## src/rtl/i2cs_addr_phase.sv

```systemverilog
module i2cs_addr_phase #(
  parameter int CNT_W = 8
) (
  input  logic             clk,
  input  logic             rst_n,
  input  logic             en,
  input  logic             ack_mode,
  input  logic             async_en,
  input  logic [6:0]       own_addr,
  input  logic             async_clr,
  input  logic             scl_i,
  input  logic             sda_i,
  output logic             sda_pull,
  output logic             busy,
  output logic             selected,
  output logic             rw,
  output logic             async_hit,
  output logic             irq,
  output logic [CNT_W-1:0] xfer_bytes
);
  localparam int LAST_BIT = 8;

  typedef enum logic [2:0] {S_IDLE, S_ADDR, S_ACK, S_DATA, S_SKIP} st_t;

  logic [1:0] scl_m, sda_m;
  logic       scl_q, sda_q;
  logic [3:0] bit_cnt;
  logic [7:0] shreg;
  st_t        st;

  wire scl_s    = scl_m[1];
  wire sda_s    = sda_m[1];
  wire scl_rise = scl_s & ~scl_q;
  wire scl_fall = ~scl_s & scl_q;
  wire start_c  = scl_s & scl_q & sda_q & ~sda_s;
  wire stop_c   = scl_s & scl_q & ~sda_q & sda_s;
  wire hit      = (shreg[7:1] == own_addr);

  always_ff @(posedge clk or negedge rst_n) begin
    if (!rst_n) begin
      scl_m <= 2'b11;
      sda_m <= 2'b11;
      scl_q <= 1'b1;
      sda_q <= 1'b1;
    end else begin
      scl_m <= {scl_m[0], scl_i};
      sda_m <= {sda_m[0], sda_i};
      scl_q <= scl_s;
      sda_q <= sda_s;
    end
  end

  always_ff @(posedge clk or negedge rst_n) begin
    if (!rst_n) begin
      st         <= S_IDLE;
      bit_cnt    <= '0;
      shreg      <= '0;
      sda_pull   <= 1'b0;
      busy       <= 1'b0;
      selected   <= 1'b0;
      rw         <= 1'b0;
      async_hit  <= 1'b0;
      irq        <= 1'b0;
      xfer_bytes <= '0;
    end else begin
      irq <= 1'b0;
      if (async_clr) async_hit <= 1'b0;
      if (!en) begin
        st       <= S_IDLE;
        bit_cnt  <= '0;
        sda_pull <= 1'b0;
        busy     <= 1'b0;
        selected <= 1'b0;
      end else if (stop_c) begin
        st       <= S_IDLE;
        sda_pull <= 1'b0;
        busy     <= 1'b0;
        selected <= 1'b0;
      end else if (start_c) begin
        st         <= S_ADDR;
        bit_cnt    <= '0;
        sda_pull   <= 1'b0;
        busy       <= 1'b1;
        xfer_bytes <= '0;
      end else begin
        case (st)
          S_ADDR: begin
            if (scl_rise) begin
              shreg   <= {shreg[6:0], sda_s};
              bit_cnt <= bit_cnt + 4'd1;
            end else if (scl_fall && bit_cnt == 4'(LAST_BIT)) begin
              bit_cnt <= '0;
              if (hit && async_en) begin
                async_hit <= 1'b1;
                irq       <= 1'b1;
                st        <= S_SKIP;
              end else if (hit && ack_mode) begin
                sda_pull <= 1'b1;
                selected <= 1'b1;
                rw       <= shreg[0];
                st       <= S_ACK;
              end else begin
                st <= S_SKIP;
              end
            end
          end
          S_ACK: begin
            if (scl_fall) begin
              sda_pull <= 1'b0;
              st       <= S_DATA;
            end
          end
          S_DATA: begin
            if (scl_rise) begin
              if (bit_cnt == 4'(LAST_BIT)) begin
                bit_cnt    <= '0;
                xfer_bytes <= xfer_bytes + 1'b1;
              end else begin
                bit_cnt <= bit_cnt + 4'd1;
              end
            end
          end
          default: ;
        endcase
      end
    end
  end
endmodule

```

## config.mk

```make
export PLATFORM = sky130hd
export DESIGN_NAME = i2cs_addr_phase
export DESIGN_NICKNAME = d
export VERILOG_FILES = /design/src/rtl/i2cs_addr_phase.sv
export SDC_FILE = /design/constraint.sdc
export NUM_CORES = 1
export LEC_CHECK = 0
export BUFFER_PORTS_ARGS = -buffer_cell sky130_fd_sc_hd__buf_4
export CORE_UTILIZATION = 40
export CTS_CLUSTER_DIAMETER = 100
export DETAILED_ROUTE_END_ITERATION = 10
export GPL_TIMING_DRIVEN = 0
export MAX_ROUTING_LAYER = met4
export PLACE_DENSITY = 0.66
export SLEW_MARGIN = 40
export SYNTH_ARGS = -nofsm -noshare
export SYNTH_HDL_FRONTEND = slang
export SYNTH_SLANG_ARGS = --single-unit
```

## constraint.sdc

```tcl
create_clock -name clk -period 2.3 [get_ports clk]
set_input_delay 0.46 -clock clk [delete_from_list [all_inputs] [get_ports clk]]
set_output_delay 0.46 -clock clk [all_outputs]
set_load 0.02 [all_outputs]
```

Yosys cells after proc, flatten, opt, wreduce, memory -nomap -nowiden

Index checks and enable logic that the tools add are counted.
Widths: inputs -> output; s select.

$add $sub $neg: 2
Equality and inequality tests: 22
Muxes and demuxes: 52
Bitwise logic cells: 15
Reduce and logical (&&, ||, !) cells: 13

Operators by type and width:

| operator            | count |
|---|---|
| $mux 8              | 4 |
| $mux 1              | 30 |
| $ne 5x5->1 const B  | 6 |
| $mux 4              | 7 |
| $mux 3              | 8 |
| $ne 3x1->1 const B  | 4 |
| $reduce_and 6->1    | 2 |
| $reduce_and 5->1    | 2 |
| $add 8x1->8 const B | 1 |
| $not 1->1           | 8 |
| $pmux 4 s2          | 1 |
| $reduce_and 4->1    | 2 |
| $reduce_and 8->1    | 1 |
| $and 1x1->1         | 7 |
| $eq 7x7->1          | 1 |
| $eq 3x2->1 const B  | 2 |
| $ne 3x2->1 const B  | 2 |
| $pmux 3 s2          | 1 |
| $reduce_bool 2->1   | 3 |
| $ne 5x1->1 const B  | 1 |
| $add 4x1->4 const B | 1 |
| $eq 4x4->1 const B  | 1 |
| $ne 4x1->1 const B  | 1 |
| $ne 4x4->1 const B  | 1 |
| 5 further kinds     | 7 |

Register bits: 35
Bits of input ports: 15
Word-level logic and storage cells: 118

Logic depth before layout (Yosys ltp)

Gate-level depths: netlist of the first run.

Depth in word-level cells: 10
Depth in mapped cells: 7
Depth with buffers taken out: 6

Worst setup path before layout of the first run

OpenSTA, ideal clock, no wires.

Path kind: reg-to-reg
Start: reg bit_cnt[0]
End: reg xfer_bytes[4]
Setup time: 0.119 ns
Arrival time: 1.672 ns
Slack: 0.509 ns
Stages on the path, launching flop included: 8
Buffers on the path: 1
Clock period less this slack: 1.791 ns
Cell sequence: dfrtp_1 > inv_1 > ha_1 > nand2_1 > o41a_1 > buf_2 > o31a_1 > o21a_1

Word-level cells in the longest chain between the ends: 3

RTL lines:

| element                            | line | source |
|---|---|---|
| start: declaration                 | 27   | `logic [3:0] bit_cnt;` |
| start signal: assignment           | 90   | `bit_cnt <= bit_cnt + 4'd1;` |
| start signal: assignment           | 119  | `bit_cnt <= bit_cnt + 4'd1;` |
| $eq 4x4->1                         | 115  | `if (bit_cnt == 4'(LAST_BIT)) begin` |
| $reduce_bool 2->1 (no source line) | --   |  |
| $reduce_and 5->1 (no source line)  | --   |  |
| end signal: assignment             | 117  | `xfer_bytes <= xfer_bytes + 1'b1;` |
| end: declaration                   | 19   | `output logic [CNT_W-1:0] xfer_bytes` |

Every way passes these cells.
A chain may end at the register's enable or synchronous reset.

Worst setup path in the final report of the first run

Ends and elaborated chain as after synthesis.

==> reports/qor.yml, run 1 <==
power_and_ir_drop:
  peakVddDrop_mv: 0.369
  switching_share_pct: 28.2
  powerDensity_nw_per_um2: 620
  pwr-share-seq_pct: 51.5
  power.switching_w: 0.000375
  power.leakage_nw: 0.940
  power_frac_clock_pct: 34.6
  intPower_w: 0.000952
  pwr-share-comb_pct: 13.9
drt:
  wl_mm: 3.63
  wl_per_cell_um: 14.7
  avgViaCountPerCell: 5.53
  ant_nets: 0
  dr.pass1.iters: 4
  drtIter0Drc: 69
  vias: 1366
  drc: 0
synthesis:
  ys_ff_latch: 35
  netlist_area_um2: 1770
  synthCells: 161
  yosys.cell_types.count: 42
  syn_avg_cell_area_um2: 11.0
  yosys_warnings: 0
  syn_nets: 179
  seq_area_frac_synth_pct: 49.8
floorplan:
  fp.dieH_um: 68.6
  start_util_pct: 43.1
  core_area_um2: 4120
  rows: 23
  num_io_pins: 29
  die_w_um: 68.6
  dieArea_um2: 4700
finish:
  fin_area_um2: 2140
  layout.cells.most_common: "dfrtp_1"
  nets: 214
  diodes: 0
  syn_to_final_growth_pct: 20.7
  final_util_pct: 52.0
  drive_gt1_share_pct: 31.0
  final_cell_mix: "29 x dfrtp_1, 28 x buf_4, 11 x inv_1, 11 x mux2_2"
clock_network:
  clockBufferDepth: 2
  cts_max_level: 2
  postCtsHoldBufs: 0
  cts_sinks: 35
  root_buffer: "clkbuf_8"
  cts_resized: 0
  cts_tree: "built"
  path_clk_slew_ps: 80
  insertion_delay_ps: 290
  cts_made_buffers: 5
  post_cts_buffers: 0
sta:
  rsz0062_at_grt: "false"
  whs_ps: 106
  worst_pin_slew_ps: 639
  fin_worst_skew_ps: 8.11
  slew_headroom_pct: 57.2
  finalHoldViolCount: 0
  period_minus_slack_ps: 1980
  slew_violations: 0
  setup_viol: 0
  final.setup.tns_ps: 0
  timing.fmax_mhz: 506
  finalCritPeriodShare_pct: 85.9
setup_path:
  regToRegSetupSlack_ps: 320
  endpoint_kind: "register"
  path_class: "reg -> reg"
  r2r_end: "xfer_bytes[4]"
  start_kind: "register"
  r2r-start: "bit_cnt[0]"
  crit_arrival_ps: 2160
  cp_max_fo: 10
  rr_worst_depth: 7
  cp.required_ps: 2490
placement:
  hpwl_mm: 2.57
  gp_congestion: 0.825
  post_dp_cell_area_um2: 2050
  io_buffer_count: 28
grt:
  grt_pass1_vias: 1350
  grt_max_degree: 36
  overflow: 0
  grt_antenna_before_repair: 0
  grt_pass1_wl_mm: 6.11
  grt.total_usage_pct: 18.5
status:
  status: "completed"
worst_hold_path:
  min_path_type: "in -> async"
run:
  drv_cap: 0
==> logic make-up (layout without fill, tap and decap cells) <==
group	Yosys count	count (layout)	share of synthesized area, %
simple gates	52	52	19.1
fa+ha+maj	3	3	2.12
xor+xnor	8	8	3.95
flops	35	35	49.8
compound gates	35	35	13.6
mux	13	13	8.12
buf+inv	15	51	3.39
==> area by class of cell <==
cell class	count	area (µm²)
plain buffers	4	18.8
clock buffers	5	68.8
clock inverters	3	25.0
fillers	373	1980
inverters	11	41.3
multi-input cells	111	830
flip-flops and latches	35	883
well taps	50	62.6
repair buffers	28	210
==> per-layer routing <==
metal	global-route usage, %	vias up	share of wire [%]
li1	-	665	-
met1	21.8	663	44
met2	29.7	33	50
met3	4.93	5	4.3
met4	7.81	0	1.1
met5	-	-	0
==> power by group through the flow <==
stage	Clock, W	Sequential, W	Combinational, W
finish	0.000459	0.000684	0.000184
global route	0.000501	0.000688	0.000202
CTS	0.000472	0.000684	0.000186
detailed placement	0	0.000696	0.000186
global placement	0	0.000693	0.000180
floorplan	0	0.000711	0.0000794
==> critical path, stage by stage (launching register included) <==
cell and delay [ps]:
dfrtp_1 410, inv_1 100, ha_1 190, nand2_1 60
o41a_1 420, buf_2 190, o31a_1 310, o21a_1 190
==> metrics by stage <==
step	power, W	std cells	worst slack (ps)
after floorplan	0.000790	161	509
after global placement	0.000873	239	389
after detailed placement	0.000881	239	321
after CTS	0.00134	247	305
after global routing	0.00139	247	168
final	0.00133	247	323
==> worst max path at each step <==
stage | from | endpoint | depth (start not counted)
after CTS | scl_m[1] | bit_cnt[1] | 5
final | bit_cnt[0] | xfer_bytes[4] | 7
after global placement | bit_cnt[0] | xfer_bytes[4] | 7
after detailed placement | scl_m[1] | bit_cnt[1] | 5
after floorplan | bit_cnt[0] | xfer_bytes[4] | 7
after global routing | scl_m[1] | bit_cnt[2] | 5
==> registers in the layout, indices dropped and copies added, names as in the netlist, 2 cells and up <==
signal / count
scl_m: 2
xfer_bytes: 8
bit_cnt: 4
shreg: 8
sda_m: 2
st: 3
==> Yosys cell counts <==
| library cell | number | area, µm² |
|---|---|---|
| a211oi_1 | 1 | 7.51 |
| a21boi_0 | 3 | 22.5 |
| a21o_1 | 1 | 7.51 |
| a21oi_1 | 5 | 25.0 |
| a22oi_1 | 1 | 7.51 |
| a31oi_1 | 1 | 6.26 |
| a32oi_1 | 2 | 17.5 |
| and2_1 | 3 | 18.8 |
| and3b_1 | 2 | 17.5 |
| and4b_1 | 1 | 10.0 |
| and4bb_2 | 3 | 37.5 |
| buf_2 | 3 | 15.0 |
| clkbuf_1 | 1 | 3.75 |
| dfrtp_1 | 29 | 726 |
| dfstp_2 | 6 | 158 |
| ha_1 | 3 | 37.5 |
| inv_1 | 11 | 41.3 |
| mux2_2 | 11 | 124 |
| mux2i_1 | 2 | 20.0 |
| nand2_1 | 7 | 26.3 |
| nand2b_1 | 2 | 12.5 |
| nand3_1 | 2 | 10.0 |
| nand3b_1 | 3 | 22.5 |
| nand4_1 | 7 | 43.8 |
| nand4b_1 | 2 | 17.5 |
| nor2_1 | 2 | 7.51 |
| nor2b_1 | 4 | 25.0 |
| nor3_1 | 3 | 15.0 |
| nor4_1 | 2 | 12.5 |
| o2111ai_1 | 1 | 8.76 |
| o21a_1 | 4 | 30.0 |
| o21ai_0 | 8 | 40.0 |
| o221a_2 | 1 | 11.3 |
| o22ai_1 | 2 | 12.5 |
| o2bb2ai_1 | 1 | 8.76 |
| o31a_1 | 1 | 8.76 |
| o31ai_1 | 2 | 15.0 |
| o41a_1 | 1 | 11.3 |
| or3_1 | 6 | 37.5 |
| or3b_2 | 1 | 8.76 |
| or4_1 | 2 | 15.0 |
| xnor2_1 | 8 | 70.1 |
No activity file was read; power rests on OpenSTA's default activity.
==> run 2, diff against run 1 <==
--- a/config.mk
+++ b/config.mk
@@ -9,7 +9,7 @@
 export CORE_UTILIZATION = 40
 export CTS_CLUSTER_DIAMETER = 100
 export DETAILED_ROUTE_END_ITERATION = 10
-export GPL_TIMING_DRIVEN = 0
+export GPL_TIMING_DRIVEN = 1
 export MAX_ROUTING_LAYER = met4
 export PLACE_DENSITY = 0.66
 export SLEW_MARGIN = 40
==> reports/qor.yml, run 2 (synthesis results as in run 1) <==
drt:
  wl_met2_mm: 1.66
  wl_met1_mm: 1.53
  vias: 1346
  wl_per_cell_um: 14.0
  wl_met3_um: 143
  drtIter0Drc: 47
  route.top_layer_used: "met4"
  dr.pass1.iters: 4
  ant_nets: 0
  wl_mm: 3.40
  avgViaCountPerCell: 5.54
  drc: 0
finish:
  multiInputGateArea_um2: 830
  fillers: 369
  fin_area_um2: 2130
  diodes: 0
  final_cell_mix: "29 x dfrtp_1, 28 x buf_4, 11 x inv_1, 11 x mux2_2"
  reg_top3: "shreg (8), xfer_bytes (8), bit_cnt (4)"
  layout.cells.most_common: "dfrtp_1"
  drive_gt1_share_pct: 30.1
  seqCellArea_um2: 883
  layoutNonFillerInstCount: 243
  syn_to_final_growth_pct: 20.2
  nets: 210
clock_network:
  cts_resized: 0
  cts_made_buffers: 5
  post_cts_buffers: 0
  insertion_delay_ps: 290
  clockBufferDepth: 2
  postCtsHoldBufs: 0
  path_clk_slew_ps: 80
  cts_max_level: 2
  root_buffer: "clkbuf_8"
  cts_sinks: 35
  cts_tree: "built"
power_and_ir_drop:
  pwr-share-seq_pct: 50.7
  powerDensity_nw_per_um2: 634
  total_power_w: 0.00135
  switching_share_pct: 25.4
  power_frac_clock_pct: 36.5
  pwr-share-comb_pct: 12.9
  power.switching_w: 0.000344
  intPower_w: 0.00101
  peakVddDrop_mv: 0.320
  power.leakage_nw: 0.934
setup_path:
  regToRegSetupSlack_ps: 280
  endpoint_kind: "register"
  crit_arrival_ps: 2250
  r2r-start: "bit_cnt[0]"
  r2r_end: "xfer_bytes[5]"
  path_class: "reg -> reg"
  rr_worst_depth: 6
  cp_max_fo: 13
  start_kind: "register"
  cp.required_ps: 2530
floorplan:
  rows: 23
  fp.dieH_um: 68.6
  num_io_pins: 29
  die_w_um: 68.6
  start_util_pct: 43.1
  core_area_um2: 4120
  dieArea_um2: 4700
sta:
  fin_worst_skew_ps: 14.3
  finalCritPeriodShare_pct: 87.9
  worst_pin_slew_ps: 663
  timing.fmax_mhz: 495
  period_minus_slack_ps: 2020
  slew_headroom_pct: 55.5
  finalHoldViolCount: 0
  setup_viol: 0
  slew_violations: 0
  final.setup.tns_ps: 0
  rsz0062_at_grt: "false"
  fin_ws_ps: 279
grt:
  grt_pass1_vias: 1326
  overflow: 0
  grt.total_usage_pct: 18.2
  grt_antenna_before_repair: 0
  grt_pass1_wl_mm: 5.85
  grt_max_degree: 36
run:
  drv_cap: 0
worst_hold_path:
  min_path_type: "in -> async"
status:
  status: "completed"
placement:
  post_dp_cell_area_um2: 2030
  io_buffer_count: 28
  gp_congestion: 0.891
  placedCellCount: 235
  hpwl_mm: 2.52
  dp_slack_ps: 271
run 2: changes by cell type in the layout (fill, tap and decap cells not counted), sizes merged:
cell    previous run  this run
buf               31        28
clkinv             2         0
clkbuf             6         7
run 2: how the worst max path moves through the flow:
stage / from / to / slack [ps] / cells past startpoint
global route: bit_cnt[0] / xfer_bytes[6] / 130 / 6
detailed placement: bit_cnt[0] / xfer_bytes[5] / 270 / 6
finish: bit_cnt[0] / xfer_bytes[5] / 280 / 6
global placement: bit_cnt[0] / xfer_bytes[6] / 340 / 6
floorplan: bit_cnt[0] / xfer_bytes[4] / 510 / 7
CTS: bit_cnt[0] / xfer_bytes[5] / 260 / 6
run 2: area by class of cell:
| cell class | instances | share of cell area [%] |
|---|---|---|
| Sequential cell | 35 | 41.5 |
| Multi-Input combinational cell | 111 | 38.9 |
| Clock buffer | 7 | 4.52 |
| Inverter | 11 | 1.94 |
| Clock inverter | 1 | 0.352 |
| Timing Repair Buffer | 28 | 9.86 |
| Tap cell | 50 | 2.94 |
run 2: critical path, stage by stage, from the launching register on:
cell	delay, ps
dfrtp_1	390
inv_1	90
ha_1	180
nand2_1	70
o41a_1	520
or4_1	550
a21oi_1	150
run 2: power by group through the flow:
stage	Clock, W	Combinational (W)	Sequential [W]
after floorplan	0	0.0000794	0.000711
after global placement	0	0.000174	0.000696
after detailed placement	0	0.000177	0.000696
after CTS	0.000508	0.000177	0.000685
after global routing	0.000541	0.000192	0.000690
final	0.000492	0.000174	0.000684
run 2: layer usage:
metal,up-vias,track usage (%)
met5,-,-
met4,0,9.11
met3,7,5.59
met2,29,29.0
met1,649,20.7
li1,661,-
run 2: metrics by stage:
step,utilization [%],hold WS [ps]
after floorplan,-,164
after global placement,49.3,346
after detailed placement,49.3,347
after CTS,51.8,114
after global routing,51.8,122
final,51.8,101
